File: src/rtl/uart_lsr_pkg.sv
package uart_lsr_pkg;

    parameter int unsigned RX_DATA_W = 8;

    typedef struct packed {
        logic                 brk;
        logic                 fe;
        logic                 pe;
        logic [RX_DATA_W-1:0] data;
    } rx_ent_t;

endpackage

File: src/rtl/rx_tag_fifo.sv
module rx_tag_fifo
    import uart_lsr_pkg::*;
#(
    parameter int unsigned DEPTH = 16
) (
    input  logic                           clk,
    input  logic                           rst_n,
    input  logic                           cap_one,
    input  logic                           push,
    input  rx_ent_t                        wr_ent,
    input  logic                           pop,
    output rx_ent_t                        head_ent,
    output logic [$clog2(DEPTH+1)-1:0]     fill,
    output logic                           push_ok,
    output logic                           pop_ok,
    output logic                           drop
);
    localparam int unsigned PTR_W = (DEPTH > 1) ? $clog2(DEPTH) : 1;
    localparam int unsigned CNT_W = $clog2(DEPTH+1);
    localparam logic [PTR_W-1:0] LAST = PTR_W'(DEPTH-1);
    localparam logic [CNT_W-1:0] CAP_FULL = CNT_W'(DEPTH);
    localparam logic [CNT_W-1:0] CAP_ONE  = CNT_W'(1);

    typedef struct packed {
        logic [PTR_W-1:0] wr_ptr;
        logic [PTR_W-1:0] rd_ptr;
        logic [CNT_W-1:0] cnt;
    } fifo_st_t;

    fifo_st_t st_d, st_q;
    rx_ent_t  mem [DEPTH];

    logic [CNT_W-1:0] left_after_pop;
    logic [CNT_W-1:0] cap;

    always_comb begin
        st_d           = st_q;
        cap            = cap_one ? CAP_ONE : CAP_FULL;
        pop_ok         = pop && (st_q.cnt != '0);
        left_after_pop = st_q.cnt - CNT_W'(pop_ok);
        push_ok        = push && (left_after_pop < cap);
        drop           = push && !push_ok;

        if (pop_ok) begin
            st_d.rd_ptr = (st_q.rd_ptr == LAST) ? '0 : st_q.rd_ptr + 1'b1;
        end
        if (push_ok) begin
            st_d.wr_ptr = (st_q.wr_ptr == LAST) ? '0 : st_q.wr_ptr + 1'b1;
        end
        st_d.cnt = left_after_pop + CNT_W'(push_ok);
    end

    always_ff @(posedge clk or negedge rst_n) begin
        if (!rst_n) begin
            st_q <= '0;
        end else begin
            st_q <= st_d;
        end
    end

    always_ff @(posedge clk) begin
        if (push_ok) begin
            mem[st_q.wr_ptr] <= wr_ent;
        end
    end

    assign head_ent = (st_q.cnt != '0) ? mem[st_q.rd_ptr] : '0;
    assign fill     = st_q.cnt;

endmodule

File: src/rtl/err_tally.sv
module err_tally #(
    parameter int unsigned DEPTH = 16
) (
    input  logic clk,
    input  logic rst_n,
    input  logic in_bad,
    input  logic out_bad,
    output logic any_bad
);
    localparam int unsigned TW = $clog2(DEPTH+1);

    typedef struct packed {
        logic [TW-1:0] tally;
    } tally_st_t;

    tally_st_t st_d, st_q;

    always_comb begin
        st_d = st_q;
        unique case ({in_bad, out_bad})
            2'b10:   st_d.tally = st_q.tally + 1'b1;
            2'b01:   st_d.tally = st_q.tally - 1'b1;
            default: st_d.tally = st_q.tally;
        endcase
    end

    always_ff @(posedge clk or negedge rst_n) begin
        if (!rst_n) begin
            st_q <= '0;
        end else begin
            st_q <= st_d;
        end
    end

    assign any_bad = (st_q.tally != '0);

endmodule

File: src/rtl/brk_tracker.sv
module brk_tracker
    import uart_lsr_pkg::*;
(
    input  logic                 clk,
    input  logic                 rst_n,
    input  logic                 brk_frame,
    input  logic                 rx_line,
    input  logic                 rx_valid,
    input  logic [RX_DATA_W-1:0] rx_data,
    input  logic                 rx_pe,
    input  logic                 rx_fe,
    output logic                 push,
    output rx_ent_t              push_ent,
    output logic                 held
);
    typedef struct packed {
        logic hold;
    } brk_st_t;

    brk_st_t st_d, st_q;

    always_comb begin
        st_d     = st_q;
        push     = 1'b0;
        push_ent = '0;
        if (brk_frame) begin
            push         = !st_q.hold;
            push_ent.brk = 1'b1;
            st_d.hold    = 1'b1;
        end else begin
            push          = rx_valid;
            push_ent.data = rx_data;
            push_ent.pe   = rx_pe;
            push_ent.fe   = rx_fe;
            if (rx_line) begin
                st_d.hold = 1'b0;
            end
        end
    end

    always_ff @(posedge clk or negedge rst_n) begin
        if (!rst_n) begin
            st_q <= '0;
        end else begin
            st_q <= st_d;
        end
    end

    assign held = st_q.hold;

endmodule

File: src/rtl/line_flags.sv
module line_flags (
    input  logic clk,
    input  logic rst_n,
    input  logic fifo_mode,
    input  logic thr_write,
    input  logic tsr_load,
    input  logic tx_fifo_empty,
    input  logic tsr_busy,
    input  logic drop,
    input  logic lsr_read,
    output logic thr_empty,
    output logic tx_empty,
    output logic overrun
);
    typedef struct packed {
        logic thre;
        logic temt;
        logic ovr;
    } flag_st_t;

    flag_st_t st_d, st_q;

    always_comb begin
        st_d = st_q;
        if (fifo_mode) begin
            st_d.thre = tx_fifo_empty;
        end else if (thr_write) begin
            st_d.thre = 1'b0;
        end else if (tsr_load) begin
            st_d.thre = 1'b1;
        end
        st_d.temt = st_d.thre && !tsr_busy;
        if (drop) begin
            st_d.ovr = 1'b1;
        end else if (lsr_read) begin
            st_d.ovr = 1'b0;
        end
    end

    always_ff @(posedge clk or negedge rst_n) begin
        if (!rst_n) begin
            st_q <= '{thre: 1'b1, temt: 1'b1, ovr: 1'b0};
        end else begin
            st_q <= st_d;
        end
    end

    assign thr_empty = st_q.thre;
    assign tx_empty  = st_q.temt;
    assign overrun   = st_q.ovr;

endmodule

File: src/rtl/uart_lsr_rxfifo.sv
module uart_lsr_rxfifo
    import uart_lsr_pkg::*;
#(
    parameter int unsigned DEPTH = 16
) (
    input  logic                 clk,
    input  logic                 rst_n,
    input  logic                 fifo_mode,
    input  logic                 rx_valid,
    input  logic [RX_DATA_W-1:0] rx_data,
    input  logic                 rx_pe,
    input  logic                 rx_fe,
    input  logic                 brk_frame,
    input  logic                 rx_line,
    input  logic                 rd_pop,
    input  logic                 lsr_read,
    input  logic                 thr_write,
    input  logic                 tsr_load,
    input  logic                 tx_fifo_empty,
    input  logic                 tsr_busy,
    output logic [RX_DATA_W-1:0] rx_head_data,
    output logic                 head_pe,
    output logic                 head_fe,
    output logic                 head_brk,
    output logic                 data_ready,
    output logic                 overrun,
    output logic                 break_ind,
    output logic                 fifo_err,
    output logic                 thr_empty,
    output logic                 tx_empty
);
    localparam int unsigned CNT_W = $clog2(DEPTH+1);

    logic             push_req;
    rx_ent_t          push_ent;
    rx_ent_t          head_ent;
    logic [CNT_W-1:0] fill_cnt;
    logic             push_ok;
    logic             pop_ok;
    logic             drop;

    brk_tracker u_brk (
        .clk      (clk),
        .rst_n    (rst_n),
        .brk_frame(brk_frame),
        .rx_line  (rx_line),
        .rx_valid (rx_valid),
        .rx_data  (rx_data),
        .rx_pe    (rx_pe),
        .rx_fe    (rx_fe),
        .push     (push_req),
        .push_ent (push_ent),
        .held     (break_ind)
    );

    rx_tag_fifo #(.DEPTH(DEPTH)) u_fifo (
        .clk     (clk),
        .rst_n   (rst_n),
        .cap_one (!fifo_mode),
        .push    (push_req),
        .wr_ent  (push_ent),
        .pop     (rd_pop),
        .head_ent(head_ent),
        .fill    (fill_cnt),
        .push_ok (push_ok),
        .pop_ok  (pop_ok),
        .drop    (drop)
    );

    err_tally #(.DEPTH(DEPTH)) u_tally (
        .clk    (clk),
        .rst_n  (rst_n),
        .in_bad (push_ok && (push_ent.pe || push_ent.fe || push_ent.brk)),
        .out_bad(pop_ok && (head_ent.pe || head_ent.fe || head_ent.brk)),
        .any_bad(fifo_err)
    );

    line_flags u_flags (
        .clk          (clk),
        .rst_n        (rst_n),
        .fifo_mode    (fifo_mode),
        .thr_write    (thr_write),
        .tsr_load     (tsr_load),
        .tx_fifo_empty(tx_fifo_empty),
        .tsr_busy     (tsr_busy),
        .drop         (drop),
        .lsr_read     (lsr_read),
        .thr_empty    (thr_empty),
        .tx_empty     (tx_empty),
        .overrun      (overrun)
    );

    assign rx_head_data = head_ent.data;
    assign head_pe      = head_ent.pe;
    assign head_fe      = head_ent.fe;
    assign head_brk     = head_ent.brk;
    assign data_ready   = (fill_cnt != '0);

endmodule

File: config.mk
export PLATFORM = sky130hd
export DESIGN_NAME = uart_lsr_rxfifo
export DESIGN_NICKNAME = d
export VERILOG_FILES = /design/src/rtl/uart_lsr_pkg.sv /design/src/rtl/rx_tag_fifo.sv /design/src/rtl/err_tally.sv /design/src/rtl/brk_tracker.sv /design/src/rtl/line_flags.sv /design/src/rtl/uart_lsr_rxfifo.sv
export SDC_FILE = /design/constraint.sdc
export NUM_CORES = 1
export LEC_CHECK = 0
export CAP_MARGIN = 10
export CORE_UTILIZATION = 50
export DETAILED_ROUTE_END_ITERATION = 10
export DONT_BUFFER_PORTS = 1
export GPL_TIMING_DRIVEN = 0
export PLACE_DENSITY_LB_ADDON = 0.15
export SLEW_MARGIN = 10
export SYNTH_ARGS = -nofsm -noshare
export SYNTH_HDL_FRONTEND = slang
export SYNTH_HIERARCHICAL = 1
export SYNTH_SLANG_ARGS = --single-unit
File: constraint.sdc
create_clock -name clk -period 6.4 [get_ports clk]
set_input_delay 0.32 -clock clk [delete_from_list [all_inputs] [get_ports clk]]
set_output_delay 0.32 -clock clk [all_outputs]
set_load 0.05 [all_outputs]
After elaboration in Yosys (flattened, before gate mapping)

Memory sizes are Yosys's and may differ from the RTL's.
Index checks and enable logic that the tools add are counted.

Register bits after elaboration: 22
Latch bits: 0
Bits in writable memories: 176
Bits in read-only memories: 0
Output and inout bits: 17
Memories kept: 1

$add $sub $neg: 6
$mul: 0
Divide/modulo/power cells: 0
Order comparisons: 1
Equality and inequality tests: 4
Shifts and indexed selects: 0
Mux-type cells: 17
Bitwise operators: 0
Reduce and logical (&&, ||, !) cells: 18

Memories:

| name       | words | width | read ports | clocked after memory_dff | write ports | line              | text |
|---|---|---|---|---|---|---|---|
| u_fifo.mem | 16    | 11    | 1          | 0                        | 1           | rx_tag_fifo.sv:31 | `rx_ent_t mem [DEPTH];` |

Operators by type and width:

| cell                | count |
|---|---|
| $mux 1              | 11 |
| $mux 11             | 1 |
| $mux 10             | 1 |
| $pmux 5 s2          | 1 |
| $reduce_bool 5->1   | 2 |
| $add 4x1->4 const B | 2 |
| $eq 4x4->1 const B  | 2 |
| $mux 4              | 2 |
| $logic_and 1x1->1   | 6 |
| $reduce_bool 2->1   | 3 |
| $add 5x1->5         | 1 |
| $add 5x1->5 const B | 1 |
| $lt 5x5->1          | 1 |
| $mux 5              | 1 |
| $sub 5x1->5         | 1 |
| $sub 5x1->5 const B | 1 |
| $logic_or 1x1->1    | 4 |
| $logic_not 1->1     | 3 |
| $eq 2x1->1 const B  | 1 |
| $eq 2x2->1 const B  | 1 |

Depth between registers and ports, before layout

Gate-level depths: netlist of the first run.

Word-level depth: 8
Gate-level depth with buffers: 21
Gate-level depth less buffers: 20

Modules after synthesis

The synthesis of the first run kept the hierarchy.

Modules (own cells, without submodules):

| module          | times used | cells each | area an instance (um^2) | seq. area each (um^2) |
|---|---|---|---|---|
| rx_tag_fifo     | 1          | 377        | 7546.0                  | 5610.4 |
| err_tally       | 1          | 45         | 426.7                   | 125.1 |
| brk_tracker     | 1          | 17         | 131.4                   | 25.0 |
| line_flags      | 1          | 9          | 115.1                   | 77.6 |
| uart_lsr_rxfifo | 1          | 6          | 33.8                    | 0.0 |

Worst setup path after synthesis of the first run

No wires, ideal clock.

Path kind: register -> register
From: register u_fifo.st_q (netlist bit u_fifo/fill[2])
To: memory u_fifo/mem[3][0] (netlist bit), enable pin
Library setup time: 412 ps
Arrival: 3835 ps
Setup slack: 2153 ps
Stages on the path, launching flop included: 12
Path buffers: 0
Clock period less this slack: 4247 ps
Cells stage by stage: dfrtp_1 > or4_1 > nor2_1 > nor2b_1 > ha_1 > ha_1 > nand2_1 > xnor2_1 > ha_1 > nor3_1 > a21oi_4 > nor4b_1

Word-level cells in the longest chain between the ends: 7

RTL lines:

| what                         | line                  | text |
|---|---|---|
| start, declared              | rx_tag_fifo.sv:30     | `fifo_st_t st_d, st_q;` |
| start signal, assigned       | rx_tag_fifo.sv:57     | `st_q <= st_d;` |
| $reduce_bool 5->1            | rx_tag_fifo.sv:39     | `pop_ok = pop && (st_q.cnt != '0);` |
| $logic_and 1x1->1            | rx_tag_fifo.sv:39     |  |
| named net pop_ok             | uart_lsr_rxfifo.sv:39 | `logic pop_ok;` |
| $sub 5x1->5                  | rx_tag_fifo.sv:40     | `left_after_pop = st_q.cnt - CNT_W'(pop_ok);` |
| $lt 5x5->1                   | rx_tag_fifo.sv:41     | `push_ok = push && (left_after_pop < cap);` |
| $logic_and 1x1->1            | rx_tag_fifo.sv:41     |  |
| $mux 1                       | rx_tag_fifo.sv:62     | `if (push_ok) begin` |
| $mux 1 (not written as such) | rx_tag_fifo.sv:63     | `mem[st_q.wr_ptr] <= wr_ent;` |
| end, declared                | rx_tag_fifo.sv:31     |  |

The timed path passes the listed nets, and every way through them passes these cells.

Worst setup path in the final report of the first run

From: register u_fifo.st_q (netlist bit u_fifo/fill[2])
To: register u_tally/st_q[4] (netlist bit)

Word-level cells in the longest chain between the ends: 8

RTL lines:

| what                                            | line                  | text |
|---|---|---|
| $reduce_bool 5->1 *                             | rx_tag_fifo.sv:39     |  |
| $logic_and 1x1->1 *                             | rx_tag_fifo.sv:39     |  |
| named net pop_ok                                | uart_lsr_rxfifo.sv:39 |  |
| $sub 5x1->5 *                                   | rx_tag_fifo.sv:40     |  |
| $lt 5x5->1 *                                    | rx_tag_fifo.sv:41     |  |
| $logic_and 1x1->1 *                             | rx_tag_fifo.sv:41     |  |
| named net push_ok                               | uart_lsr_rxfifo.sv:38 | `logic push_ok;` |
| $logic_and 1x1->1 *                             | uart_lsr_rxfifo.sv:73 | `.in_bad (push_ok && (push_ent.pe \|\| push_ent.fe \|\| push_ent.brk)),` |
| $eq 2x1->1 or $eq 2x2->1 (tied branches)        | err_tally.sv:20       | `unique case ({in_bad, out_bad})` |
| $pmux 5 s2 or $reduce_bool 2->1 (tied branches) | n/a                   |  |
| end signal, assigned                            | err_tally.sv:31       | `st_q <= st_d;` |
| end, declared                                   | err_tally.sv:16       | `tally_st_t st_d, st_q;` |

The timed path passes the listed nets; every way through them passes the cells marked *.
A chain may end at the register's enable or synchronous reset.

==> flow_summary.ini, run 1 <==
[run_status]
outcome = completed

[floorplan]
io_pins = 39
rows = 46
fp.dieH_microns = 130
die_area_sq_um = 17000
core_area_sq_um = 16000
die_x_microns = 130
start_util = 0.516

[layout]
drive_above_1_share = 0.232
final_nets = 517
final_cells = 708
multi_input_area_sq_um = 2210
register_area_sq_um = 5840
n_antenna_cell = 0
n_fill_cell = 1236
area_delta_synth_final_pct = 12.3
final_cell_area_sq_um = 9270

[synth]
synth_nets = 490
syn-cell-area_sq_um = 8250
synth.largest_area_cell = edfxtp_1
ys_ff_latch = 198
yosysSeqAreaShare = 0.707
syn_area_per_cell_sq_um = 18.2
yosys_warnings = 6
synth_edf_count = 176
ys_top_cells_by_area = edfxtp_1 (64%), mux4_2 (12%), dfrtp_1 (6.1%)
syn_inst = 454
yosys.area.top_type_share = 0.640
synthFlopType = edfxtp_1
synth_common_cells = edfxtp_1 (176), mux4_2 (44), a22oi_1 (22)
synth_cell_types = 44
async_reset_ff_frac = 0.111
synth.most_common_cell = edfxtp_1

[detailed_routing]
ant_nets = 0
vias = 4105
drc = 0
wirelength_mm = 16.3
drt_pass1_iterations = 4
vias_per_cell = 5.80
drt-initial-drc-count = 313
post_drt_wl_per_cell_microns = 23.0

[clock_tree]
worstSkewPairLatency_ns = 0.43
cts_resized = 0
root_buffer = clkbuf_16
ctsHtreeMaxLevel = 4
cts_tree = built
clk_pin_slew_ns = 0.07
cts_buffers = 17
clk_path_buf_depth = 2
cts_sinks = 198

[sta]
max_freq_mhz = 213
min_period_over_period = 0.732
grt_setup_unrepaired = false
tns_ns = 0
period_needed_ns = 4.68
whs_ns = 0.0477
relSlewSlack = 0.166
setup-violations-final = 0
worstMarginPinSlew_ns = 1.25
drv_slew = 0
hold_viol_final = 0
skew_ns = 0.0110

[min_path]
whs_path_depth = 2
min_to = u_flags/overrun
worstHoldPathType = in2reg
hold_start = lsr_read

[worst_setup_path]
path_buf_inv = 3
crit_start = u_fifo/fill[2]
path_common_cell = ha_1
r2r_slack_ns = 1.72
cpMaxStageDelayCell = or4_1
endpoint_kind = flop
timing.rr.end = u_tally/st_q[4]
cp.required_ns = 6.71
rr_worst_depth = 21
startpoint_type = flop
critPathMaxStageDelay_ns = 0.55
path_class = reg2reg
crit_family = simple AND/OR/NAND/NOR gates
r2r-start = u_fifo/fill[2]
crit_arrival_ns = 5.00
crit_fanout = 9
crit_chain = or4_1, nor2_1, nor2b_1, ha_1, ha_1, nand2_1, xnor2_1, ha_1, nor3_1, a21oi_4, inv_4, o31a_1, inv_1, ha_1, buf_6, xor2_1, ha_1, o21ai_1, a311oi_1, o21ai_1, xor2_1

[job]
drv_cap = 0

[pwr]
ir_drop_v = 0.000309
power_density_nw_per_um2 = 474
p_leak_nw = 3.14

[grt]
grt_antenna_before_repair = 1
grt_use_total = 0.210
grt-ovfl-total = 0
grt_pass1_vias = 4177
grt_pass1_wl_mm = 24.5
grt_max_degree = 23

[place]
placed_cells = 674
placed_area_sq_um = 8570
portBuffers = 0
place_hpwl_mm = 10.9
place_congestion = 0.825
## per-layer routing
layer / vias up / global-route usage / share of wire / wire length (microns)
li1: 1844 / - / - / -
met1: 2130 / 0.272 / 0.41 / 6700
met2: 107 / 0.349 / 0.51 / 8370
met3: 22 / 0.0432 / 0.057 / 921
met4: 2 / 0.0845 / 0.018 / 288
met5: - / 0 / 0.0010 / 17
## flip-flops by register name (all words and copies together) (netlist names)
signal and cells:
u_flags/overrun 1, u_fifo/mem 176, u_fifo/st_q 8, u_fifo/fill 5, u_flags/tx_empty 1, u_flags/thr_empty 1, u_tally/st_q 5, u_brk/held 1
## logic make-up after synthesis
family          after synthesis  share of synthesized area
compound gates               57                     0.0485
xor+xnor                     14                     0.0158
fa+ha+maj                    14                     0.0212
buf+inv                      42                     0.0271
flops                       198                      0.707
mux                          49                      0.127
simple gates                 80                     0.0534
## worst max path at each step
stage,endpoint,slack [ns],depth (start not counted)
2_1_floorplan,u_fifo/mem[3][0],2.15,11
3_3_place_gp,u_fifo/mem[3][3],0.94,11
3_5_place_dp,u_tally/st_q[4],1.73,21
4_1_cts,u_tally/st_q[4],1.70,21
5_1_grt,u_tally/st_q[4],1.37,21
6_report,u_tally/st_q[4],1.72,21
## placed cells by master, fill, tap and decap left out, types with 3 or more instances in the layout
cell type      Yosys  layout
a21o_1             3       3
a21oi_1           17      17
a22oi_1           22      22
and2_1            10      10
and3_1             3       3
buf_2              6       6
buf_4              9      12
buf_6              3       4
bufinv_16          0       6
clkbuf_1          10      10
clkbuf_16          0      17
clkinv_2           0       3
dfrtp_1           20      20
dlygate4sd3_1      0       4
edfxtp_1         176     176
ha_1              14      14
inv_1             13      13
mux4_2            44      44
nand2_1           14      14
nand3_1            6       6
nor2_1            16      16
nor2b_1           15      14
nor3_1             7       5
nor3b_2            3       3
o21ai_0            3       3
xnor2_1            5       5
xor2_1             8       8
## per-stage QoR
stage	power (mW)	util	setup WS (ns)
after global routing	4.61	0.579	1.37
after global placement	3.22	0.533	0.945
final	4.40	0.579	1.72
after detailed placement	3.25	0.536	1.73
after floorplan	2.91	-	2.15
after CTS	4.43	0.579	1.70
## what timing repair did
item                                    4_1_cts  5_1_grt
endpoints found under the hold margin        24        0
endpoints found under the setup margin        0        0
setup buffers                                 0        0
hold buffers                                  4        0
## worst register-to-register path: cells and delay by family (launching register included)
| kind | cells | cell delay, ns |
|---|---|---|
| simple gates | 5 | 1.41 |
| compound gates | 5 | 0.71 |
| flops | 1 | 0.45 |
| buf+inv | 3 | 0.35 |
| xor+xnor | 3 | 0.44 |
| fa+ha+maj | 5 | 1.20 |
## cell type report
cell class	instances	area share
Sequential cell	198	0.630
Multi-Input combinational cell	214	0.238
Clock buffer	17	0.0459
Tap cell	216	0.0292
Clock inverter	13	0.0246
Buffer	28	0.0182
Timing Repair Buffer	8	0.00796
Inverter	14	0.00594
## power breakdown
group / switching, mW / internal, mW
combinational: 1.02 / 0.582
sequential: 0.0856 / 1.54
clock: 0.450 / 0.728
Power figures use the tool's default switching activity.
==> run 2: changes to the inputs <==
Settings changed: ABC_AREA from default to 1.
Clock period 6.4 ns to 4.4 ns, I/O delays scaled along.
==> run 2 against run 1 <==
Against the previous run:
- the run now ends with DRC left
- cell area rose by 13%
- wire length is 35% higher
- utilization shrank 0.37 points
==> flow_summary.ini, run 2 <==
[run_status]
outcome = finished with violations
violations = DRC

[grt]
grt_antenna_before_repair = 0
grt_pass1_vias = 6024
grt_max_degree = 23
grt_pass1_wl_mm = 34.0
grt-ovfl-total = 0
grt_use_total = 0.242

[detailed_routing]
wirelength_mm = 22.1
drt-initial-drc-count = 645
drc = 1
drt_pass1_iterations = 9
vias = 6415
vias_per_cell = 5.14
post_drt_wl_per_cell_microns = 17.7
ant_nets = 0

[pwr]
p_leak_nw = 4.65
finalPower_mw = 6.38
power_density_nw_per_um2 = 611
ir_drop_v = 0.000303

[floorplan]
core_area_sq_um = 18100
die_area_sq_um = 19200
io_pins = 39
rows = 49
die_x_microns = 139
fp.dieH_microns = 139
start_util = 0.515

[clock_tree]
cts_tree = built
ctsHtreeMaxLevel = 4
cts_buffers = 17
clk_pin_slew_ns = 0.06
clk_path_buf_depth = 2
worstSkewPairLatency_ns = 0.43
root_buffer = clkbuf_16
cts_setup_buffers = 0
cts_sinks = 198

[worst_setup_path]
cp.required_ns = 4.72
endpoint_kind = flop
crit_fanout = 10
cpMaxStageDelayCell = a21oi_2
path_class = reg2reg
startpoint_type = flop
crit_chain = buf_2, inv_2, buf_2, o211ai_1, nand3_1, nand3_1, a21oi_2, inv_1, a21oi_1, ha_1, nor2_1, nor2_4, ha_1, clkinv_1, nand2_1, nand3_1, nand2_1, nand2_1, nand3_1, nand2_1
crit_arrival_ns = 4.39
critPathMaxStageDelay_ns = 0.59

[synth]
synth_common_cells = nand2_1 (327), inv_1 (180), edfxtp_1 (176)
synth_edf_count = 176
yosys_warnings = 6
synth_nets = 1008
synth_cell_types = 33
synthFlopType = edfxtp_1
async_reset_ff_frac = 0.111
ys_top_cells_by_area = edfxtp_1 (57%), nand2_1 (13%), inv_1 (7.2%)
ys_ff_latch = 198
syn-cell-area_sq_um = 9340
synth.largest_area_cell = edfxtp_1
syn_area_per_cell_sq_um = 9.61
yosysSeqAreaShare = 0.625
synth.most_common_cell = nand2_1
syn_inst = 972
yosys.area.top_type_share = 0.566

[layout]
final_common_cell = nand2_1
largest_register_ffs = 176
area_delta_synth_final_pct = 11.8
final_nets = 1045
drive_above_1_share = 0.108
reg_top3 = u_fifo/mem (176), u_fifo/st_q (8)
final_cell_area_sq_um = 10400
mostFrequentLayoutCells = nand2_1 (327), inv_1 (180), edfxtp_1 (176)
n_antenna_cell = 0
utilization = 0.576
final_cells = 1249
regMostFlops = u_fifo/mem

[place]
placed_cells = 1207
place_hpwl_mm = 15.0
placed_area_sq_um = 9730
place_congestion = 0.832
portBuffers = 0

[sta]
grt_setup_unrepaired = false
hold_viol_final = 0
skew_ns = 0.00540
max_freq_mhz = 246
min_period_over_period = 0.924
worstMarginPinSlew_ns = 1.20
setup-violations-final = 0
period_needed_ns = 4.07
tns_ns = 0
drv_slew = 0
relSlewSlack = 0.194

[min_path]
worstHoldPathType = in2reg

[job]
drv_cap = 0
## run 2: per-stage QoR
step | setup WS, ns | hold slack [ns]
after floorplan | 0.834 | -0.0756
after global placement | 0.127 | -0.0747
after detailed placement | 0.0512 | -0.0747
after CTS | 0.0268 | 0.0840
after global routing | 0.0264 | 0.0906
final | 0.332 | 0.0984
## run 2: where the power goes
part           internal (mW)  switching (mW)  leakage, nW  total, mW
combinational          0.692            1.86         2.51       2.55
clock                  0.883           0.635        0.273       1.52
sequential              2.19           0.117         1.87       2.31
## run 2: path summary, 6_finish.rpt
path / slack, ns / endpoint / from / cells past startpoint
max in group asynchronous: 3.96 / u_flags/tx_empty / rst_n / 2
min: 0.1 / u_fifo/mem[4][6] / rx_data[6] / 2
min reg2reg: 0.53 / u_tally/st_q[4] / u_tally/st_q[4] / 2
max reg2reg: 0.33 / u_tally/st_q[4] / u_fifo/st_q[6] / 20
min in group asynchronous: 0.21 / u_tally/st_q[4] / rst_n / 2
max: 0.33 / u_tally/st_q[4] / u_fifo/st_q[6] / 20
## run 2: per-layer routing
metal	vias up	GRT usage	routed length (microns)
li1	3133	-	-
met1	3051	0.338	9900
met2	205	0.383	10300
met3	26	0.0463	1430
met4	0	0.0813	372
met5	-	0	0
## run 2: cell families (layout without fill, tap and decap cells)
group,count (synthesis),in the layout,synth area share
AO/OA/AOI/OAI,34,34,0.0224
adder cells (fa/ha/maj),14,14,0.0188
XOR/XNOR,8,8,0.00750
flip-flops,198,198,0.625
AND/OR/NAND/NOR,488,488,0.225
buffers and inverters,230,278,0.101
## run 2: cell type report
class                           instances  area, sq um
Fill cell                            1579         7700
Sequential cell                       198         5840
Multi-Input combinational cell        544         2600
Inverter                              188          706
Clock buffer                           20          437
Tap cell                              229          287
Buffer                                 42          238
Timing Repair Buffer                   18          204
Clock inverter                         10          133
## run 2: worst max-delay path, delay by kind of cell, from the launching register on
family / cells / cell delay [ns]
and+or+nand+nor: 10 / 0.86
AOI/OAI and AO/OA: 3 / 1.25
adders and majority gates: 2 / 0.51
DFF: 1 / 0.38
buffers and inverters: 5 / 0.93
## run 2: timing repair
| item | in CTS | in global routing |
|---|---|---|
| hold buffers | 10 | 0 |
| hold endpoints to repair | 26 | 0 |
| endpoints found under the setup margin | 0 | 2 |
| gates resized for setup | 0 | 4 |
